`config.mk`:
```
export PLATFORM = sky130hd
export DESIGN_NAME = ratio_clk_gen
export DESIGN_NICKNAME = d
export VERILOG_FILES = /design/src/rtl/ratio_clk_pkg.sv /design/src/rtl/half_div.sv /design/src/rtl/period_ctl.sv /design/src/rtl/ratio_clk_gen.sv
export SDC_FILE = /design/constraint.sdc
export NUM_CORES = 1
export LEC_CHECK = 0
export ABC_AREA = 0
export BUFFER_PORTS_ARGS = -buffer_cell sky130_fd_sc_hd__clkbuf_2
export CAP_MARGIN = 20
export CORE_UTILIZATION = 50
export CTS_CLUSTER_SIZE = 14
export DETAILED_ROUTE_END_ITERATION = 16
export GPL_TIMING_DRIVEN = 0
export PLACE_DENSITY = 0.73
export SLEW_MARGIN = 20
export SYNTH_ARGS = -nofsm -noshare
export SYNTH_HDL_FRONTEND = slang
export SYNTH_SLANG_ARGS = --single-unit
```
`constraint.sdc`:
```
create_clock -name clk_i -period 2.5 [get_ports clk_i]
set_input_delay 0.375 -clock clk_i [delete_from_list [all_inputs] [get_ports clk_i]]
set_output_delay 0.375 -clock clk_i [all_outputs]
set_load 0.02 [all_outputs]
```
`src/rtl/ratio_clk_pkg.sv`:
```
package ratio_clk_pkg;
  localparam int SEL_W  = 3;
  localparam int HALF_W = 3;
  localparam int PER_W  = 5;

  typedef struct packed {
    logic              vld;
    logic [HALF_W-1:0] p_half;
    logic [HALF_W-1:0] b_half;
    logic [PER_W-1:0]  per;
  } ratio_cfg_t;

  function automatic ratio_cfg_t decode_sel(input logic [SEL_W-1:0] s);
    ratio_cfg_t c;
    c.vld = 1'b1;
    case (s)
      3'd0:    begin c.p_half = 3'd4; c.b_half = 3'd4; c.per = 5'd8;  end
      3'd1:    begin c.p_half = 3'd3; c.b_half = 3'd4; c.per = 5'd24; end
      3'd2:    begin c.p_half = 3'd2; c.b_half = 3'd3; c.per = 5'd12; end
      3'd3:    begin c.p_half = 3'd3; c.b_half = 3'd5; c.per = 5'd30; end
      3'd4:    begin c.p_half = 3'd2; c.b_half = 3'd4; c.per = 5'd8;  end
      3'd5:    begin c.p_half = 3'd3; c.b_half = 3'd3; c.per = 5'd6;  end
      3'd6:    begin c.p_half = 3'd5; c.b_half = 3'd5; c.per = 5'd10; end
      default: begin c.vld = 1'b0; c.p_half = 3'd1; c.b_half = 3'd1; c.per = 5'd1; end
    endcase
    return c;
  endfunction
endpackage

```
`src/rtl/half_div.sv`:
```
module half_div #(
  parameter int W = 3
) (
  input  logic         clk_i,
  input  logic         rst_ni,
  input  logic         restart_i,
  input  logic         start_en_i,
  input  logic [W-1:0] half_i,
  output logic         clk_o
);
  logic [W-1:0] cnt_q;
  logic         q;

  always_ff @(posedge clk_i or negedge rst_ni) begin
    if (!rst_ni) begin
      cnt_q <= '0;
      q     <= 1'b0;
    end else if (restart_i) begin
      cnt_q <= '0;
      q     <= start_en_i;
    end else if (cnt_q == half_i - 1'b1) begin
      cnt_q <= '0;
      q     <= ~q;
    end else begin
      cnt_q <= cnt_q + 1'b1;
    end
  end

  assign clk_o = q;
endmodule

```
`src/rtl/period_ctl.sv`:
```
module period_ctl
  import ratio_clk_pkg::*;
(
  input  logic             clk_i,
  input  logic             rst_ni,
  input  logic [SEL_W-1:0] sel_i,
  output logic             restart_o,
  output logic             start_en_o,
  output ratio_cfg_t       cfg_o,
  output logic             sync_o,
  output logic             bad_o
);
  localparam int PAD_W = PER_W - HALF_W - 1;

  ratio_cfg_t       cfg_q, nxt;
  logic             run_q, sync_q, bad_q;
  logic [PER_W-1:0] per_q, p_len;

  assign nxt       = decode_sel(sel_i);
  assign p_len     = {{PAD_W{1'b0}}, cfg_q.p_half, 1'b0};
  assign restart_o = !run_q || (per_q == cfg_q.per - 1'b1);

  always_ff @(posedge clk_i or negedge rst_ni) begin
    if (!rst_ni) begin
      run_q  <= 1'b0;
      per_q  <= '0;
      cfg_q  <= '0;
      sync_q <= 1'b0;
      bad_q  <= 1'b0;
    end else if (restart_o) begin
      run_q  <= 1'b1;
      per_q  <= '0;
      cfg_q  <= nxt;
      sync_q <= nxt.vld;
      bad_q  <= !nxt.vld;
    end else begin
      per_q <= per_q + 1'b1;
      if (per_q == p_len - 1'b1) sync_q <= 1'b0;
    end
  end

  assign start_en_o = nxt.vld;
  assign cfg_o      = cfg_q;
  assign sync_o     = sync_q;
  assign bad_o      = bad_q;
endmodule

```
`src/rtl/ratio_clk_gen.sv`:
```
module ratio_clk_gen
  import ratio_clk_pkg::*;
(
  input  logic             clk_i,
  input  logic             rst_ni,
  input  logic [SEL_W-1:0] sel_i,
  output logic             pclk_o,
  output logic             bclk_o,
  output logic             sync_o,
  output logic             bad_sel_o
);
  ratio_cfg_t cfg;
  logic       restart, start_en;
  logic [HALF_W-1:0] half [2];
  logic [1:0]        outs;

  period_ctl u_ctl (
    .clk_i, .rst_ni, .sel_i,
    .restart_o(restart), .start_en_o(start_en), .cfg_o(cfg),
    .sync_o, .bad_o(bad_sel_o)
  );

  assign half[0] = cfg.p_half;
  assign half[1] = cfg.b_half;

  for (genvar i = 0; i < 2; i++) begin : g_div
    half_div #(.W(HALF_W)) u_div (
      .clk_i, .rst_ni,
      .restart_i(restart), .start_en_i(start_en),
      .half_i(half[i]), .clk_o(outs[i])
    );
  end

  assign pclk_o = outs[0];
  assign bclk_o = outs[1];
endmodule

```
; Word-level counts from Yosys, hierarchy flattened
; Index checks and enable logic that the tools add are counted.
; W data, S select, Z words.
[classes]
reduce_logical = 8
add_sub_neg = 7
n_bitwise = 2
muxes = 13
eq_ne = 10
[op_table]
columns = operator, count
row1 = $pmux W11 S7, 1
row2 = $mux W3, 4
row3 = $eq A5 B5 Y1, 2
row4 = $eq A3 B3 Y1 const B, 3
row5 = $mux W1, 7
row6 = $reduce_or A7 Y1, 1
row7 = $add A3 B1 Y3 const B, 2
row8 = $eq A3 B2 Y1 const B, 2
row9 = $eq A3 B3 Y1, 2
row10 = $reduce_bool A2 Y1, 3
row11 = $sub A3 B1 Y3 const B, 2
row12 = $add A5 B1 Y5 const B, 1
row13 = $mux W5, 1
row14 = $sub A4 B1 Y5 const B, 1
row15 = $sub A5 B1 Y5 const B, 1
row16 = $eq A3 B1 Y1 const B, 1
row17 = $logic_not A3 Y1, 1
row18 = $logic_not A1 Y1, 2
row19 = $not A1 Y1, 2
row20 = $logic_or A1 B1 Y1, 1
[totals]
output_inout_bits = 4
regBits = 27

; Depth between registers and ports, before layout
; Gate-level depths: netlist of the first run.
[depth]
depth_word = 4
depth_mapped = 8

; By module
; A second synthesis of the first run with hierarchy kept.
[hier_totals]
hier_cells = 147
hier_area_um2 = 1540.2
[by_module_without_submodules]
columns = mod, seq_area_each_um2, instances, cells_per_inst, area_per_inst_um2
row1 = period_ctl, 500.5, 1, 103, 1072.3
row2 = half_div, 100.1, 2, 22, 234.0

; Worst setup path after synthesis of the first run
; No wires, ideal clock.
[synth_timing]
path_type = reg-to-reg
from = register u_ctl.cfg_q (netlist bit u_ctl.cfg_o[0])
to = register u_ctl.cfg_q (netlist bit u_ctl.cfg_o[3])
setup_slack_ps = 362
n_path_buf = 1
required_time_ps = 2375
setup_time_ps = 125
stages_incl_launch_ff = 8
arrival_time_ps = 2013
path_cell_list = dfrtp_1 > inv_1 > ha_1 > xor2_1 > o211ai_1 > o31ai_4 > buf_6 > mux2_4
[synth_via]
elab_chain_cells = 3
[synth_rtl]
columns = element, line_no
row1 = start: declaration, period_ctl.sv:15  ; ratio_cfg_t cfg_q, nxt;
row2 = start signal: assignment, period_ctl.sv:33  ; cfg_q <= nxt;
row3 = $sub A5 B1 Y5, period_ctl.sv:21  ; assign restart_o = !run_q || (per_q == cfg_q.per - 1'b1);
row4 = $eq A5 B5 Y1, period_ctl.sv:21
row5 = $logic_or A1 B1 Y1, period_ctl.sv:21
; No other way between the ends.
; A chain may end at the register's enable or synchronous reset.

; Worst setup path in the final report of the first run
; Same ends and word-level chain as after synthesis.

==> qor.csv, run 1 <==
stage,metric,value,unit
status,status,"complete, no violations",
critical_path,crit path kind,flop to flop,
critical_path,WP data arrival,2.49,ns
power,"Power, Total",1.291,mW
finish,final net count,152,
cts,Post-CTS Hold Fix Bufs,0,
cts,Clock Path Buffers,2,
power,Leak,0.7198,nW
cts,CTS sink count,26,
floorplan,die area,3063,sq um
synthesis,"Avg Cell Area, Syn",11.03,sq um
global_routing,largest net degree at the start of global routing,27,
synthesis,Syn Inst Count,129,
cts,post-CTS resize count,0,
placed_design,number of buffers added on ports,7,
global_routing,initial antenna violation count,0,
power,VDD IR-drop max,0.6040,mV
floorplan,Row Count,18,
timing,Least-Margin Pin Slew,0.6433,ns
routing,Detailed Routing Iterations Pass 1,4,
floorplan,die height,55.34,um
floorplan,starting density of the core,0.5493,
synthesis,Synth Net Count,140,
critical_path,CP endpoint kind,flop,
timing,Final TNS setup,0,ns
cts,CTS tree,built,
finish,share of cells above drive strength 1,0.1643,
global_routing,global-route wire length before repair,4174,um
timing,Clock Skew,0.01312,ns
routing,drt via density,5.400,
global_routing,gr ovfl total,0,
synthesis,register area share after synthesis,0.4573,
timing,RSZ-0062 raised after global routing,false,
routing,Starting DRT DRC Count,16,
synthesis,Synth Register Bits,26,
critical_path,critical path data required time,2.73,ns
synthesis,"Distinct cells, synth",26,
cts,clk root buf,clkbuf_4,
timing,final hold slack,0.03790,ns
finish,Post-Layout Cell Count,170,
routing,mean routed wirelength per cell,13.74,um
finish,Ant. Diodes,0,
routing,post-route ant nets,0,
synthesis,Mapped Area,1423,sq um
cts,H-tree levels,1,
timing,fmax,442.0,MHz
placed_design,DPL Wire Length,1744,um
floorplan,# IOs,9,
floorplan,Die Width,55.34,um
global_routing,vias in the first global route,880,
routing,final wirelength,2335,um
critical_path,Startpoint Class,flop,
cts,Worst-Skew Late Latency,0.33,ns
timing,slew margin rel.,0.5711,
cts,TritonCTS Buffers,3,
cts,"CTS clk-pin slew, worst paths",0.15,ns
critical_path,crit-path max FO,10,
timing,Setup-failing EPs final,0,
timing,final hold vios,0,
run,Max-Cap Viols,0,
cts,Setup Buffers After CTS,0,
finish,area grow syn2layout,8.795,%
routing,DRC Markers,0,
critical_path,FF-to-FF setup slack,0.24,ns
synthesis,Yosys warnings,0,
placed_design,GP Congestion,0.7847,
global_routing,total track usage,0.1725,
timing,Final min period,2.263,ns
power,power per cell area,834.4,nW/um^2
timing,"Slew Viols, Final",0,
floorplan,Core ar.,2590,sq um
timing,Final period util,0.9051,
routing,routed via count,918,
min_path,Hold WC Path Type,input port to async pin,
placed_design,placed insts,166,
[report_power, final]
group	total, mW	leakage [nW]	internal, mW	switching, mW
clock	0.289	0.0279	0.162	0.127
sequential	0.580	0.320	0.505	0.0751
combinational	0.422	0.372	0.210	0.213
[layer usage]
layer,GRT usage,share of wire,vias up
li1,-,-,451
met2,0.2719,0.48,19
met4,0.06429,0.010,0
met1,0.2387,0.48,444
met3,0.02810,0.024,4
met5,0,0,-
[kinds of logic (layout without fill, tap and decap cells)]
group | Yosys count | count (layout) | synth area share
multiplexers | 16 | 16 | 0.1240
adder cells (fa/ha/maj) | 6 | 6 | 0.05277
other | 1 | 1 | 0.002636
AND/OR/NAND/NOR | 29 | 29 | 0.1029
AO/OA/AOI/OAI | 10 | 10 | 0.04837
flip-flops | 26 | 26 | 0.4573
buffers and inverters | 14 | 25 | 0.04573
XOR/XNOR | 27 | 27 | 0.1662
[sequential cells by signal, summed over array words and instances, names as in the netlist]
| register | flops |
|---|---|
| u_ctl.sync_o | 1 |
| u_ctl.per_q | 5 |
| g_div.u_div.clk_o | 2 |
| u_ctl.run_q | 1 |
| u_ctl.cfg_o | 11 |
| g_div.u_div.cnt_q | 6 |
[path summary, 6_finish.rpt]
kind | from | to | depth (start not counted)
max in group asynchronous | rst_ni | u_ctl.cfg_o[8]$_DFFE_PN0P_ | 1
setup reg to reg | u_ctl.cfg_o[0]$_DFFE_PN0P_ | u_ctl.cfg_o[3]$_DFFE_PN0P_ | 7
hold / removal | rst_ni | u_ctl.cfg_o[6]$_DFFE_PN0P_ | 1
hold reg to reg | g_div[0].u_div.cnt_q[0]$_DFF_PN0_ | g_div[0].u_div.cnt_q[0]$_DFF_PN0_ | 1
setup / recovery | u_ctl.cfg_o[0]$_DFFE_PN0P_ | u_ctl.cfg_o[3]$_DFFE_PN0P_ | 7
min in group clk_i | sel_i[2] | u_ctl.cfg_o[10]$_DFFE_PN0P_ | 4
[cells in the mapped netlist]
cell       n  area (sq um)
o31ai_4    1         21.27
a21oi_1    5         25.02
dfrtp_1   26         650.6
ha_1       6         75.07
conb_1     1         3.750
and3_1     1         6.260
nand3_1    2         10.01
buf_4      1         7.510
mux2_4     2         30.03
buf_6      1         11.26
xnor2_1   18         157.7
o211ai_1   1         7.510
mux2_2     5         56.30
nor2_1     8         30.03
nor3b_1    2         15.01
inv_1      8         30.03
nor2b_1    1         6.260
nand4_1    1         6.260
xor2_1     9         78.83
and4bb_2   1         12.51
clkbuf_1   3         11.26
buf_2      1         5.000
nor3_1     9         45.04
o21ai_0    3         15.01
mux2i_1    9         90.09
nand2_1    4         15.01
[worst max-delay path, stage by stage (launching register included)]
cell,delay [ns]
dfrtp_1,0.46
inv_1,0.07
ha_1,0.30
xor2_1,0.15
o211ai_1,0.15
o31ai_4,0.48
buf_6,0.24
mux2_4,0.31
[stage by stage]
step                      worst slack, ns  utilization  instance area (sq um)
after global placement             0.3228       0.5773                   1495
after detailed placement           0.2486       0.5773                   1495
after floorplan                    0.3617            -                   1423
final                              0.2373       0.5976                   1548
after CTS                          0.2347       0.5976                   1548
after global routing               0.1103       0.5976                   1548
[placed cells by master, fill, tap and decap left out, types with 2 or more instances in the layout]
cell type	instances
ha_1	6
mux2i_1	9
inv_1	8
mux2_2	5
nand3_1	2
nor3b_1	2
nor2_1	8
clkbuf_2	7
nor3_1	9
xor2_1	9
dfrtp_1	26
clkbuf_1	3
xnor2_1	18
clkbuf_4	3
a21oi_1	5
o21ai_0	3
nand2_1	4
mux2_4	2
[cell type report]
cell class | count | area (sq um)
Sequential cell | 26 | 650.6
Tap cell | 30 | 37.54
Inverter | 8 | 30.03
Buffer | 6 | 35.03
Clock inverter | 1 | 30.03
Timing Repair Buffer | 7 | 35.03
Clock buffer | 3 | 22.52
Multi-Input combinational cell | 89 | 706.9
Fill cell | 222 | 1042
Power figures use the tool's default switching activity.
==> run 2, diff against run 1 <==
--- a/config.mk
+++ b/config.mk
@@ -7,13 +7,13 @@
 export LEC_CHECK = 0
 export ABC_AREA = 0
 export BUFFER_PORTS_ARGS = -buffer_cell sky130_fd_sc_hd__clkbuf_2
-export CAP_MARGIN = 20
 export CORE_UTILIZATION = 50
 export CTS_CLUSTER_SIZE = 14
 export DETAILED_ROUTE_END_ITERATION = 16
 export GPL_TIMING_DRIVEN = 0
-export PLACE_DENSITY = 0.73
+export PLACE_DENSITY = 0.68
 export SLEW_MARGIN = 20
 export SYNTH_ARGS = -nofsm -noshare
 export SYNTH_HDL_FRONTEND = slang
+export SYNTH_HIERARCHICAL = 1
 export SYNTH_SLANG_ARGS = --single-unit
==> run 2 against run 1 <==
  * Core utilization down 2.6 points
  * Global-route usage up 0.74 points
  * Cell area up 3.6%
  * Critical path type unchanged
==> qor.csv, run 2 <==
stage,metric,value,unit
placed_design,placed insts,183,
synthesis,Mapped Area,1504,sq um
timing,Final TNS setup,0,ns
floorplan,Die Width,56.85,um
floorplan,die height,56.85,um
critical_path,R2R Path Start,u_ctl/cfg_o[0]$_DFFE_PN0P_,
critical_path,reg2reg end,u_ctl/cfg_o[9]$_DFFE_PN0P_,
critical_path,Startpoint Class,flop,
floorplan,Core ar.,2805,sq um
power,"Power, Total",1.174,mW
global_routing,total track usage,0.1799,
routing,post-route ant nets,0,
finish,most frequent cells in the layout,"dfrtp_1 (27), nor2_1 (17), inv_1 (16)",
global_routing,gr ovfl total,0,
power,Int Pwr,770.5,uW
finish,Multi-input gate area,737.0,sq um
cts,CTS tree,built,
timing,Setup-failing EPs final,0,
placed_design,GP Congestion,0.7312,
synthesis,Synth Net Count,157,
critical_path,critical-path cell list,"inv_1, ha_1, xor2_1, o211ai_1, a211o_1, o21ai_2, buf_4, mux2_1",
power,VDD IR-drop max,0.3614,mV
power,power per cell area,731.8,nW/um^2
min_path,Hold WC Path Type,input port to async pin,
routing,Detailed Routing Iterations Pass 1,4,
routing,mean routed wirelength per cell,12.96,um
floorplan,Row Count,19,
timing,slew margin rel.,0.5637,
cts,TritonCTS Buffers,3,
finish,Post-Layout Cell Count,187,
global_routing,largest net degree at the start of global routing,28,
synthesis,Syn Inst Count,145,
global_routing,global-route wire length before repair,4450,um
critical_path,critical path data required time,2.72,ns
power,logic gate share of total power,0.344,
finish,final net count,169,
finish,max reg flops,11,
floorplan,die area,3231,sq um
critical_path,R2R cell count,8,
routing,Starting DRT DRC Count,27,
timing,Final period util,0.8578,
run,Max-Cap Viols,0,
critical_path,crit path kind,flop to flop,
critical_path,Crit-path slowest cell,dfrtp_1,
cts,H-tree levels,1,
cts,post-CTS resize count,0,
routing,drt via density,5.433,
synthesis,Yosys warnings,6,
power,Leak,0.7878,nW
routing,routed via count,1016,
placed_design,number of buffers added on ports,7,
power,Sw Share,0.3436,
timing,Clock Skew,0.003446,ns
cts,Worst-Skew Late Latency,0.32,ns
finish,"most common cell after layout, fill and taps aside",dfrtp_1,
timing,fmax,466.3,MHz
finish,Fillers,257,
timing,RSZ-0062 raised after global routing,false,
critical_path,WP data arrival,2.36,ns
power,power share of the sequential group,0.500,
critical_path,FF-to-FF setup slack,0.36,ns
placed_design,DPL Wire Length,1805,um
timing,Final min period,2.145,ns
power,Clk pwr share,0.156,
cts,CTS sink count,27,
status,status,"complete, no violations",
timing,final hold vios,0,
finish,area grow syn2layout,6.656,%
timing,"Slew Viols, Final",0,
finish,Seq. cell area,675.6,sq um
global_routing,vias in the first global route,1014,
cts,Setup Buffers After CTS,0,
critical_path,crit-path max FO,9,
synthesis,"Avg Cell Area, Syn",10.37,sq um
routing,DRC Markers,0,
cts,Post-CTS Hold Fix Bufs,0,
finish,Ant. Diodes,0,
cts,"CTS clk-pin slew, worst paths",0.13,ns
global_routing,initial antenna violation count,0,
routing,final wirelength,2423,um
floorplan,starting density of the core,0.5361,
cts,Clock Path Buffers,2,
floorplan,# IOs,9,
finish,share of cells above drive strength 1,0.09615,
cts,clk root buf,clkbuf_4,
timing,Least-Margin Pin Slew,0.6544,ns
critical_path,CP endpoint kind,flop,
critical_path,CP max stage delay,0.43,ns
power,NetSw,403.3,uW
-- run 2: critical path: cells and delay by family (launching register included) --
kind	cells	cell delay, ns
AO/OA/AOI/OAI	3	0.51
XOR/XNOR	1	0.15
adder cells (fa/ha/maj)	1	0.31
buffers and inverters	2	0.29
flip-flops	1	0.43
multiplexers	1	0.33
-- run 2: power groups by stage --
stage                     clock [mW]  sequential (mW)  combinational [mW]
final                          0.183            0.587               0.403
after global routing           0.211            0.603               0.458
after CTS                      0.199            0.589               0.409
after global placement             0            0.594               0.385
after detailed placement           0            0.598               0.408
after floorplan                    0            0.603               0.305
-- run 2: per-layer routing --
layer,global-route usage,share of wire
met1,0.2373,0.46
met2,0.3010,0.48
met3,0.02074,0.043
met4,0.07317,0.014
met5,0,0
-- run 2: cell type report --
cell class                 count  share of cell area
buffer                         6             0.01950
inverter                      16             0.03744
sequential                    27              0.4212
timing repair buffer           7             0.02184
tap                           31             0.02418
clock buffer                   4             0.01638
multi-input combinational     96              0.4594
-- run 2: how the worst max path moves through the flow --
stage,cells past startpoint,slack [ns],startpoint,to
3_3_place_gp,8,0.43,u_ctl/cfg_o[0]$_DFFE_PN0P_,u_ctl/cfg_o[6]$_DFFE_PN0P_
3_5_place_dp,8,0.37,u_ctl/cfg_o[0]$_DFFE_PN0P_,u_ctl/cfg_o[9]$_DFFE_PN0P_
4_1_cts,8,0.34,u_ctl/cfg_o[0]$_DFFE_PN0P_,u_ctl/cfg_o[9]$_DFFE_PN0P_
2_1_floorplan,8,0.55,u_ctl/cfg_o[0]$_DFFE_PN0P_,u_ctl/cfg_o[3]$_DFFE_PN0P_
5_1_grt,10,0.20,u_ctl/cfg_o[0]$_DFFE_PN0P_,g_div[1].u_div/cnt_q[2]$_DFF_PN0_
6_report,8,0.36,u_ctl/cfg_o[0]$_DFFE_PN0P_,u_ctl/cfg_o[9]$_DFFE_PN0P_
-- run 2: through the flow --
step                      hold slack [ns]  setup WS (ns)  utilization  area, sq um
after floorplan                   0.07941         0.5506            -         1504
after global placement             0.4342         0.4339       0.5624         1578
after detailed placement           0.4383         0.3710       0.5624         1578
after CTS                         0.07174         0.3412       0.5718         1604
after global routing              0.09683         0.1963       0.5718         1604
final                             0.05292         0.3555       0.5718         1604
